--- src/rtl/useq_next_addr.sv ---
module useq_next_addr #(
  parameter int ADDR_W     = 7,
  parameter int OPC_W      = 4,
  parameter int FETCH_ADDR = 64
) (
  input  logic              clk,
  input  logic              rst,
  input  logic [1:0]        cond_sel,
  input  logic [1:0]        br_type,
  input  logic [ADDR_W-1:0] jump_addr,
  input  logic              ind_bit,
  input  logic              acc_sign,
  input  logic              acc_zero,
  input  logic [OPC_W-1:0]  opcode,
  output logic [ADDR_W-1:0] car,
  output logic [ADDR_W-1:0] sbr
);
  localparam int PAD_W = ADDR_W - OPC_W - 2;

  logic              test;
  logic [1:0]        sel;
  logic              sbr_load;
  logic [ADDR_W-1:0] car_inc;
  logic [ADDR_W-1:0] mapped;
  logic [ADDR_W-1:0] next_car;

  always_comb begin
    case (cond_sel)
      2'd0:    test = 1'b1;
      2'd1:    test = ind_bit;
      2'd2:    test = acc_sign;
      default: test = acc_zero;
    endcase
  end

  always_comb begin
    case (br_type)
      2'd0, 2'd1: sel = test ? 2'd1 : 2'd0;
      2'd2:       sel = 2'd2;
      default:    sel = 2'd3;
    endcase
  end

  assign sbr_load = (br_type == 2'd1) && test;
  assign car_inc  = car + ADDR_W'(1);
  assign mapped   = {{PAD_W{1'b0}}, opcode, 2'b00};

  always_comb begin
    case (sel)
      2'd0:    next_car = car_inc;
      2'd1:    next_car = jump_addr;
      2'd2:    next_car = sbr;
      default: next_car = mapped;
    endcase
  end

  always_ff @(posedge clk) begin
    if (rst) begin
      car <= ADDR_W'(FETCH_ADDR);
      sbr <= '0;
    end else begin
      car <= next_car;
      if (sbr_load) sbr <= car_inc;
    end
  end
endmodule

--- config.mk ---
export PLATFORM = sky130hd
export DESIGN_NAME = useq_next_addr
export DESIGN_NICKNAME = d
export VERILOG_FILES = /design/src/rtl/useq_next_addr.sv
export SDC_FILE = /design/constraint.sdc
export NUM_CORES = 1
export LEC_CHECK = 0
export BUFFER_PORTS_ARGS = -buffer_cell sky130_fd_sc_hd__buf_2
export CAP_MARGIN = 0
export CELL_PAD_IN_SITES_DETAIL_PLACEMENT = 1
export CELL_PAD_IN_SITES_GLOBAL_PLACEMENT = 1
export CORE_MARGIN = 3
export CORE_UTILIZATION = 31
export CTS_BUF_LIST = sky130_fd_sc_hd__clkbuf_4
export CTS_CLUSTER_DIAMETER = 200
export CTS_CLUSTER_SIZE = 30
export DETAILED_ROUTE_END_ITERATION = 7
export GPL_TIMING_DRIVEN = 0
export PLACE_DENSITY = 0.87
export SLEW_MARGIN = 40
export SYNTH_ARGS = -nofsm -noshare
export SYNTH_HDL_FRONTEND = slang
export SYNTH_SLANG_ARGS = --single-unit
--- constraint.sdc ---
create_clock -name clk -period 1.4 [get_ports clk]
set_input_delay 0.28 -clock clk [delete_from_list [all_inputs] [get_ports clk]]
set_output_delay 0.28 -clock clk [all_outputs]
set_load 0.02 [all_outputs]
* Yosys cells after proc, flatten, opt, wreduce, memory -nomap -nowiden
Cells that the tools add are included.
** Cells by class
- Reduce and logical (&&, ||, !) cells :: 5
- Multiplexer cells :: 4
- Add/subtract/negate cells :: 1
- Eq/ne operators :: 6
** Operators with widths (count)
- $pmux 7 s3 :: 1
- $add 7x1->7 const B :: 1
- $eq 2x1->1 const B :: 3
- $eq 2x2->1 const B :: 3
- $logic_not 2->1 :: 3
- $pmux 2 s2 :: 1
- $pmux 1 s3 :: 1
- $reduce_or 2->1 :: 1
- $logic_and 1x1->1 :: 1
- $mux 1 :: 1
** Word-level totals
- Flip-flop bits (word level) :: 14
- Input bits :: 20
- Logic and storage cells :: 18

* Logic depth before layout (Yosys ltp)
Gate-level depths: netlist of run 1.
- Depth in word-level cells :: 6
- Mapped depth :: 6
- Mapped depth without buffers :: 5

* Worst setup path after synthesis of run 1
Ideal clock, no wire load.
- Path type :: in2reg
- From :: input port br_type[0]
- To :: register sbr[6]
- Arrival time :: 1.365 ns
- Path slack :: -0.044 ns
- Buffers on the path :: 2
- Stages on the path :: 6
- Data required time :: 1.321 ns
- Cell sequence :: clkbuf_1 > inv_1 > a2111oi_4 > buf_6 > nor2_1 > a211oi_2
** On the way
- Word-level cells in the longest chain between the ends :: 2
** Ends and longest elaborated chain
- start, declared :: RTL line 9 : input logic [1:0] br_type,
- $eq 2x1->1 :: RTL line 44 : assign sbr_load = (br_type == 2'd1) && test;
- $logic_and 1x1->1 :: RTL line 44
- end signal, assigned :: RTL line 63 : if (sbr_load) sbr <= car_inc;
- end, declared :: RTL line 16 : output logic [ADDR_W-1:0] sbr
No other way between the ends.
A chain may end at the register's enable or synchronous reset.

* Worst setup path after layout of run 1
- From :: input port cond_sel[0]
- To :: register sbr[2]
** On the way
- Word-level cells in the longest chain between the ends :: 3
- Elaborated cells on any way between the ends :: 5
- Those cells by class :: 2 x eq/ne; 1 x mux; 2 x reduce/logical
** Ends and longest elaborated chain
- start, declared :: RTL line 8 : input logic [1:0] cond_sel,
- $eq 2x2->1 (tied with other cells) :: RTL line 28 : case (cond_sel)
- $pmux 1 s3 * :: RTL line 28
- $logic_and 1x1->1 * :: RTL line 44
Mark *: on every way between the ends. The rest lies on a longest branch, timed or not.

==> results of run 1 <==
[cells in the final DEF, fill, tap and decap left out, drive strengths merged, types with 2 or more instances in the layout]
cell type,n
mux2i,2
inv,3
a221oi,3
o21ai,6
clkbuf,6
o21bai,5
a31oi,5
or2,5
a211oi,6
nand2,6
a22oi,3
buf,33
nor2,7
xor2,2
xnor2,2
nand3,3
dfxtp,14
[metal layers]
metal,GRT usage,part of all wire,up-vias
li1,-,-,378
met1,0.178,0.42,381
met2,0.274,0.52,26
met3,0.0397,0.049,6
met4,0.0625,0.016,0
met5,0,0,-
[critical path, stage by stage]
cell and delay [ns]:
buf_2 0.13, mux2i_4 0.21, a2111oi_4 0.45, buf_6 0.21
nor2_1 0.06, a211oi_2 0.19
[logic make-up after synthesis]
| family | synth area share |
|---|---|
| AO/OA/AOI/OAI | 0.328 |
| XOR/XNOR | 0.0464 |
| AND/OR/NAND/NOR | 0.167 |
| flip-flops | 0.371 |
| buffers and inverters | 0.0447 |
| adder cells (fa/ha/maj) | 0.0166 |
| multiplexers | 0.0265 |
[registers in the layout, summed over array words and instances, names as in the netlist]
register and count:
car 7, sbr 7
[layout make-up]
class	count	area, sq um	share of cell area
tap	28	35.0	0.0339
sequential	14	285	0.276
multi-input combinational	62	490	0.475
buffer	4	25.0	0.0242
clock inverter	1	3.75	0.00363
timing repair buffer	32	160	0.155
clock buffer	3	22.5	0.0218
inverter	3	11.3	0.0109
[Yosys cell counts (3+ instances only)]
master | n | area share
o21ai_0 | 6 | 0.040
clkbuf_1 | 3 | 0.015
o21bai_1 | 5 | 0.050
dfxtp_1 | 14 | 0.37
or2_1 | 5 | 0.041
nand2_1 | 6 | 0.030
nand3_1 | 3 | 0.020
a221oi_1 | 3 | 0.035
a31oi_1 | 5 | 0.041
a22oi_1 | 3 | 0.030
a211oi_2 | 4 | 0.066
nor2_1 | 7 | 0.035
[worst max path at each step]
| stage | depth (start not counted) | slack [ns] | end |
|---|---|---|---|
| final | 6 | 0.08 | sbr[2] |
| after global routing | 4 | -0.002 | car[5] |
| after CTS | 5 | 0.01 | car[1] |
| after detailed placement | 6 | -0.34 | car[0] |
| after global placement | 6 | -0.29 | car[1] |
| after floorplan | 5 | 0.0002 | car[6] |
[what timing repair did]
item | 4_1_cts | 5_1_grt
pin swaps | 0 | 1
resized for setup | 4 | 11
cloned | 0 | 0
setup buffers | 0 | 0
endpoints found under the setup margin | 5 | 9
[power groups by stage]
stage	sequential [mW]	combinational, mW	clock, mW
global placement	0.458	0.209	0
finish	0.453	0.232	0.243
detailed placement	0.460	0.218	0
CTS	0.454	0.222	0.248
floorplan	0.489	0.102	0
global route	0.460	0.254	0.267
==> metrics.md, run 1 <==
| Metric | Value |
|---|---|
| Outcome | `finished, final reports clean` |
| Slew Viols, Final | `0` |
| Crit path launch | `cond_sel[0]` |
| Final HPWL DP | `around 1800 um` |
| Worst Tran Pin Value | `0.523 ns` |
| Area Growth Syn to Fin | `36.8%` |
| Overall Power | `0.929 mW` |
| Ys Warns | `0` |
| Layout Utilization | `0.458` |
| Fmax | `756 MHz` |
| Worst-Skew Late Latency | `~0.29 ns` |
| Vias in the first global route | `between 700 and 800` |
| Max Buffers Root-to-Sink | `2` |
| Final TNS setup | `0 ns` |
| Ys async rst share | `0` |
| First-pass GRT wire length | `3710 um` |
| Drt total wl | `2340 um` |
| Reg2reg path depth | `4` |
| Die height | `around 55 um` |
| 1st-iter DRT viols | `14` |
| Initial antenna violation count | `0` |
| Period utilisation layout | `0.945` |
| Minimum clock period | `1.32 ns` |
| Syn Nets | `between 100 and 150` |
| CTS Sinks | `14` |
| H-tree levels | `1` |
| Hold Crit Class | `in -> reg` |
| Relative slew slack | `0.652` |
| Antenna diode count | `0` |
| Skew final | `roughly 0.0043 ns` |
| Netlist Area Pre-Place | `roughly 760 sq um` |
| Hold slack | `roughly 0.25 ns` |
| Cell area after layout | `approximately 1000 sq um` |
| RSZ-0062 raised after global routing | `yes` |
| Clk pin slew, worst setup/hold paths | `roughly 0.09 ns` |
| Maxcap violations | `0` |
| Clock network power share | `0.262` |
| Post-DP Area | `~950 sq um` |
| EDFF count, synth | `0` |
| Antenna-violating nets left | `0` |
| Cells after Synth | `between 80 and 90` |
| WHS Endpoint | `car[5]` |
| Fin nets | `between 100 and 150` |
| Setup CP Type | `in -> reg` |
| Grt ovf | `0` |
| Required time worst endpoint | `1.61 ns` |
| Row cnt | `17` |
| Post-route setup slack | `about 0.076 ns` |
| Worst Setup Start Kind | `input pin` |
| DIE WIDTH | `around 55 um` |
| Post-synthesis sequential area ratio | `0.371` |
| Combinational share of power | `0.250` |
| Total die area | `approximately 3000 sq um` |
| Final setup violation count | `0` |
| GPL Wtd Cong | `between 0.7 and 0.8` |
| Wire per inst | `15.9 um` |
| Reg2reg setup slack | `0.09 ns` |
| Switch Pwr | `approximately 0.3 mW` |
| Drt first pass iters | `4` |
| Non-Filler Instances | `147` |
| CTS tree | `yes` |
| Cells after DPL | `approximately 140` |
| Power Density | `about 900 nW/um^2` |
| Initial Util | `0.335` |
| CTS root buf | `clkbuf_4` |
| Routed vias | `slightly below 800` |
| Flop pwr share | `0.488` |
| Sw frac | `0.328` |
| Syn Area/Cell | `roughly 9 sq um` |
| Synth cell types | `26` |
| Core area | `2250 sq um` |
| Tot GR Track Use | `0.156` |
| Vias per inst | `5.38` |
| Hold Path Origin | `jump_addr[5]` |
| FILL cells | `291` |
| Inserted Clock Buffers | `3` |
| LEAKAGE | `between 0.4 and 0.5 nW` |
| Critical Path Sink Type | `flip-flop` |
| Ys flop type | `dfxtp_1` |
| Largest net degree at the start of global routing | `11` |
| Synthesis-stage register bit count | `14` |
| Crit-path max FO | `10` |
| Peak supply drop | `0.000541 V` |
| Number of port buffers | `32` |
| Final hold viol count | `0` |
| Hold depth | `3` |
| # DRC | `0` |
| Pre-CTS setup slack | `-0.342 ns` |
| Reg2reg end | `sbr[4]` |
| Reg-to-reg startpoint | `car[0]` |
| Ports | `34` |
| Hold_buf cts | `0` |
| Critical Path AT | `roughly 1.5 ns` |
| Layout cell share with drive strength beyond 1 | `0.437` |
| P_int | `0.624 mW` |
Power figures use the tool's default switching activity.
==> run 2, diff against run 1 <==
Settings changed: ABC_AREA from default to 1, CORE_UTILIZATION 31 to 30.
==> run 2 against run 1 <==
  * Critical path depth shrank 5
  * Power grew 4.0%
  * Cell count rose by 46%
  * Critical path type is now reg -> out
  * Largest power group unchanged
  * Clock power shrank 3%
  * Critical endpoint is now car[2]
  * Register-to-register slack better by 0.08 ns
  * Highest routed layer unchanged
  * Clock skew fell by 0.0018 ns
  * Synthesized cell count rose by 77%
==> metrics.md, run 2 <==
| Metric | Value |
|---|---|
| Outcome | `finished, final reports clean (unchanged)` |
| Slowest CP cell | `dfxtp_1 (was a2111oi_4)` |
| Initial antenna violation count | `0 (unchanged)` |
| Hold slack | `0.270 ns (was 0.250 ns)` |
| Hold Crit Class | `in -> reg (unchanged)` |
| Post-route setup slack | `0.168 ns (was 0.0764 ns)` |
| Fin nets | `206 (was 141)` |
| Syn Area/Cell | `6.09 sq um (was 9.11 sq um)` |
| Core area | `2810 sq um (was 2250 sq um)` |
| First-pass GRT wire length | `4890 um (was 3710 um)` |
| Maxcap violations | `0 (unchanged)` |
| Ys flop type | `dfxtp_1 (unchanged)` |
| FILL cells | `409 (was 291)` |
| Reg2reg end | `car[6] (was sbr[4])` |
| Vias per inst | `4.92 (was 5.38)` |
| Critical Path AT | `0.95 ns (was 1.54 ns)` |
| CTS tree | `yes (unchanged)` |
| Crit-path max cell delay | `0.46 ns (was 0.45 ns)` |
| Syn Nets | `168 (was 104)` |
| Ports | `34 (unchanged)` |
| Setup CP Type | `reg -> out (was in -> reg)` |
| Grt ovf | `0 (unchanged)` |
| Non-Filler Instances | `215 (was 147)` |
| Worst setup endpoint | `car[2] (was sbr[2])` |
| Total die area | `3680 sq um (was 3070 sq um)` |
| Pre-CTS setup slack | `0.0104 ns (was -0.342 ns)` |
| Synthesis-stage register bit count | `14 (unchanged)` |
| Largest area contributor in the netlist | `dfxtp_1 (unchanged)` |
| Relative slew slack | `0.733 (was 0.652)` |
| Area Growth Syn to Fin | `26.5% (was 36.8%)` |
| Commonest non-fill, non-tap cell in the layout | `nand2_1 (was buf_2)` |
| Skew final | `0.00250 ns (was 0.00434 ns)` |
| GPL Wtd Cong | `0.774 (was 0.784)` |
| Peak supply drop | `0.000397 V (was 0.000541 V)` |
| EDFF count, synth | `0 (unchanged)` |
| Worst Tran Pin Value | `0.400 ns (was 0.523 ns)` |
| Largest net degree at the start of global routing | `11 (unchanged)` |
| Power Density | `852 nW/um^2 (was 898 nW/um^2)` |
| Multi-input logic area | `499 sq um (was 490 sq um)` |
| Ys async rst share | `0 (unchanged)` |
| Max Buffers Root-to-Sink | `2 (unchanged)` |
| Dominant cells by area after synthesis | `dfxtp_1, nand2_1, nor2_1 (was dfxtp_1, a211oi_2, o21bai_1)` |
| Worst Setup Start Kind | `flip-flop (was input pin)` |
| Dominant cell by count in the synthesized netlist | `nand2_1 (was dfxtp_1)` |
| Crit-path max FO | `7 (was 10)` |
| Crit path launch | `car[2] (was cond_sel[0])` |
| Die height | `60.6 um (was 55.4 um)` |
| Required time worst endpoint | `1.12 ns (was 1.61 ns)` |
| Number of port buffers | `33 (was 32)` |
| Antenna-violating nets left | `0 (unchanged)` |
| Drt first pass iters | `4 (unchanged)` |
| Most frequent cells in the layout | `nand2_1, buf_2, nor2_1 (was buf_2, dfxtp_1, nor2_1)` |
| Antenna diode count | `0 (unchanged)` |
| Critical Path Sink Type | `output pin (was flip-flop)` |
| CTS Sinks | `14 (unchanged)` |
| Wire per inst | `13.4 um (was 15.9 um)` |
| Clk pin slew, worst setup/hold paths | `0.08 ns (was 0.09 ns)` |
| Routed vias | `1057 (was 791)` |
| # DRC | `0 (unchanged)` |
| Drt total wl | `2870 um (was 2340 um)` |
| Tot GR Track Use | `0.174 (was 0.156)` |
| Reg2reg path depth | `8 (was 4)` |
| Cells after DPL | `211 (was 143)` |
| Worst Path Buf+Inv | `1 (was 2)` |
| DIE WIDTH | `60.6 um (was 55.4 um)` |
| Final hold viol count | `0 (unchanged)` |
| Hold_buf cts | `0 (unchanged)` |
| Period utilisation layout | `0.880 (was 0.945)` |
| Final setup violation count | `0 (unchanged)` |
| Vias in the first global route | `1099 (was 789)` |
| 1st-iter DRT viols | `39 (was 14)` |
| Reg-to-reg startpoint | `car[0] (unchanged)` |
| Row cnt | `19 (was 17)` |
| H-tree levels | `1 (unchanged)` |
| Synth top area share | `0.313 (was 0.371)` |
| Synth cell types | `16 (was 26)` |
| Reg2reg setup slack | `0.17 ns (was 0.09 ns)` |
| Layout cell share with drive strength beyond 1 | `0.239 (was 0.437)` |
| Minimum clock period | `1.23 ns (was 1.32 ns)` |
| Cells after Synth | `147 (was 83)` |
| Final HPWL DP | `2370 um (was 1780 um)` |
| Final TNS setup | `0 ns (unchanged)` |
| Initial Util | `0.319 (was 0.335)` |
| Overall Power | `0.966 mW (was 0.929 mW)` |
| Fmax | `812 MHz (was 756 MHz)` |
| Regs by FF count | `car: 7 flops, sbr: 7 flops (unchanged)` |
| Slew Viols, Final | `0 (unchanged)` |
| Inserted Clock Buffers | `3 (unchanged)` |
| Netlist Area Pre-Place | `896 sq um (was 756 sq um)` |
| Commonest cells in the netlist | `nand2_1, nor2_1, inv_1, nand3_1, dfxtp_1 (was dfxtp_1, nor2_1, nand2_1, o21ai_0)` |
| CTS root buf | `clkbuf_4 (unchanged)` |
| CP Depth | `1 (was 6)` |
| LEAKAGE | `0.651 nW (was 0.414 nW)` |
| Seq. cell area | `285 sq um (unchanged)` |
| Post-synthesis sequential area ratio | `0.313 (was 0.371)` |
| Worst path top cell family by delay | `flip-flops (was compound AO/OA/AOI/OAI gates)` |
| Cell Chain, Critical Path | `buf_2 (was buf_2 -> mux2i_4 -> a2111oi_4 -> buf_6 -> nor2_1 -> a211oi_2)` |
| Worst-Skew Late Latency | `0.28 ns (was 0.29 ns)` |
| Ys Warns | `0 (unchanged)` |
-- run 2: cell count changes after synthesis, moves of 3 or more --
cell and delta:
a211oi_2 -4, a221oi_1 -3, a22oi_1 -3, a31oi_1 -5, inv_1 +22, nand2_1 +35
nand3_1 +12, nand4_1 +10, nor2_1 +20, o21bai_1 -4, or2_1 -5
-- run 2: through the flow --
stage | utilization | cell area (sq um)
floorplan | - | 896
global placement | 0.392 | 1100
detailed placement | 0.392 | 1100
CTS | 0.401 | 1130
global route | 0.404 | 1130
finish | 0.404 | 1130
-- run 2: timing repair --
item	CTS	global route
setup endpoints to repair	0	4
gates resized for setup	0	4
buffers inserted	0	0
-- run 2: power breakdown --
group	internal [mW]	total (mW)	switching (mW)
clock network	0.103	0.236	0.132
logic	0.0992	0.270	0.171
registers	0.428	0.460	0.0317
-- run 2: routing by layer --
layer  vias to the layer above  routed length [um]  GRT usage  part of all wire
li1                        539                   -          -                 -
met1                       487                1230      0.227              0.43
met2                        29                1450      0.295              0.51
met3                         2                 173     0.0447             0.060
met4                         0                  14     0.0279            0.0049
met5                         -                   0          0                 0
-- run 2: kinds of logic after synthesis --
logic type	count (synthesis)	share of synthesized area
fa+ha+maj	1	0.0140
simple gates	97	0.493
buf+inv	27	0.133
flops	14	0.313
compound gates	8	0.0475
-- run 2: cell type report --
cell class,instances,area share
timing repair buffer,33,0.146
multi-input combinational,106,0.440
clock buffer,3,0.0199
buffer,3,0.0254
sequential,14,0.252
clock inverter,1,0.00331
inverter,24,0.0795
tap,31,0.0342
-- run 2: worst min-delay path by stage --
| stage | startpoint | to | slack, ns | cells past startpoint |
|---|---|---|---|---|
| 2_1_floorplan | rst | car[2] | 0.43 | 3 |
| 4_1_cts | opcode[3] | car[5] | 0.27 | 3 |
| 6_report | opcode[3] | car[5] | 0.27 | 3 |
| 3_5_place_dp | sbr[0] | sbr[0] | 0.53 | 4 |
| 3_3_place_gp | sbr[3] | sbr[3] | 0.51 | 4 |
| 5_1_grt | rst | car[4] | 0.28 | 4 |
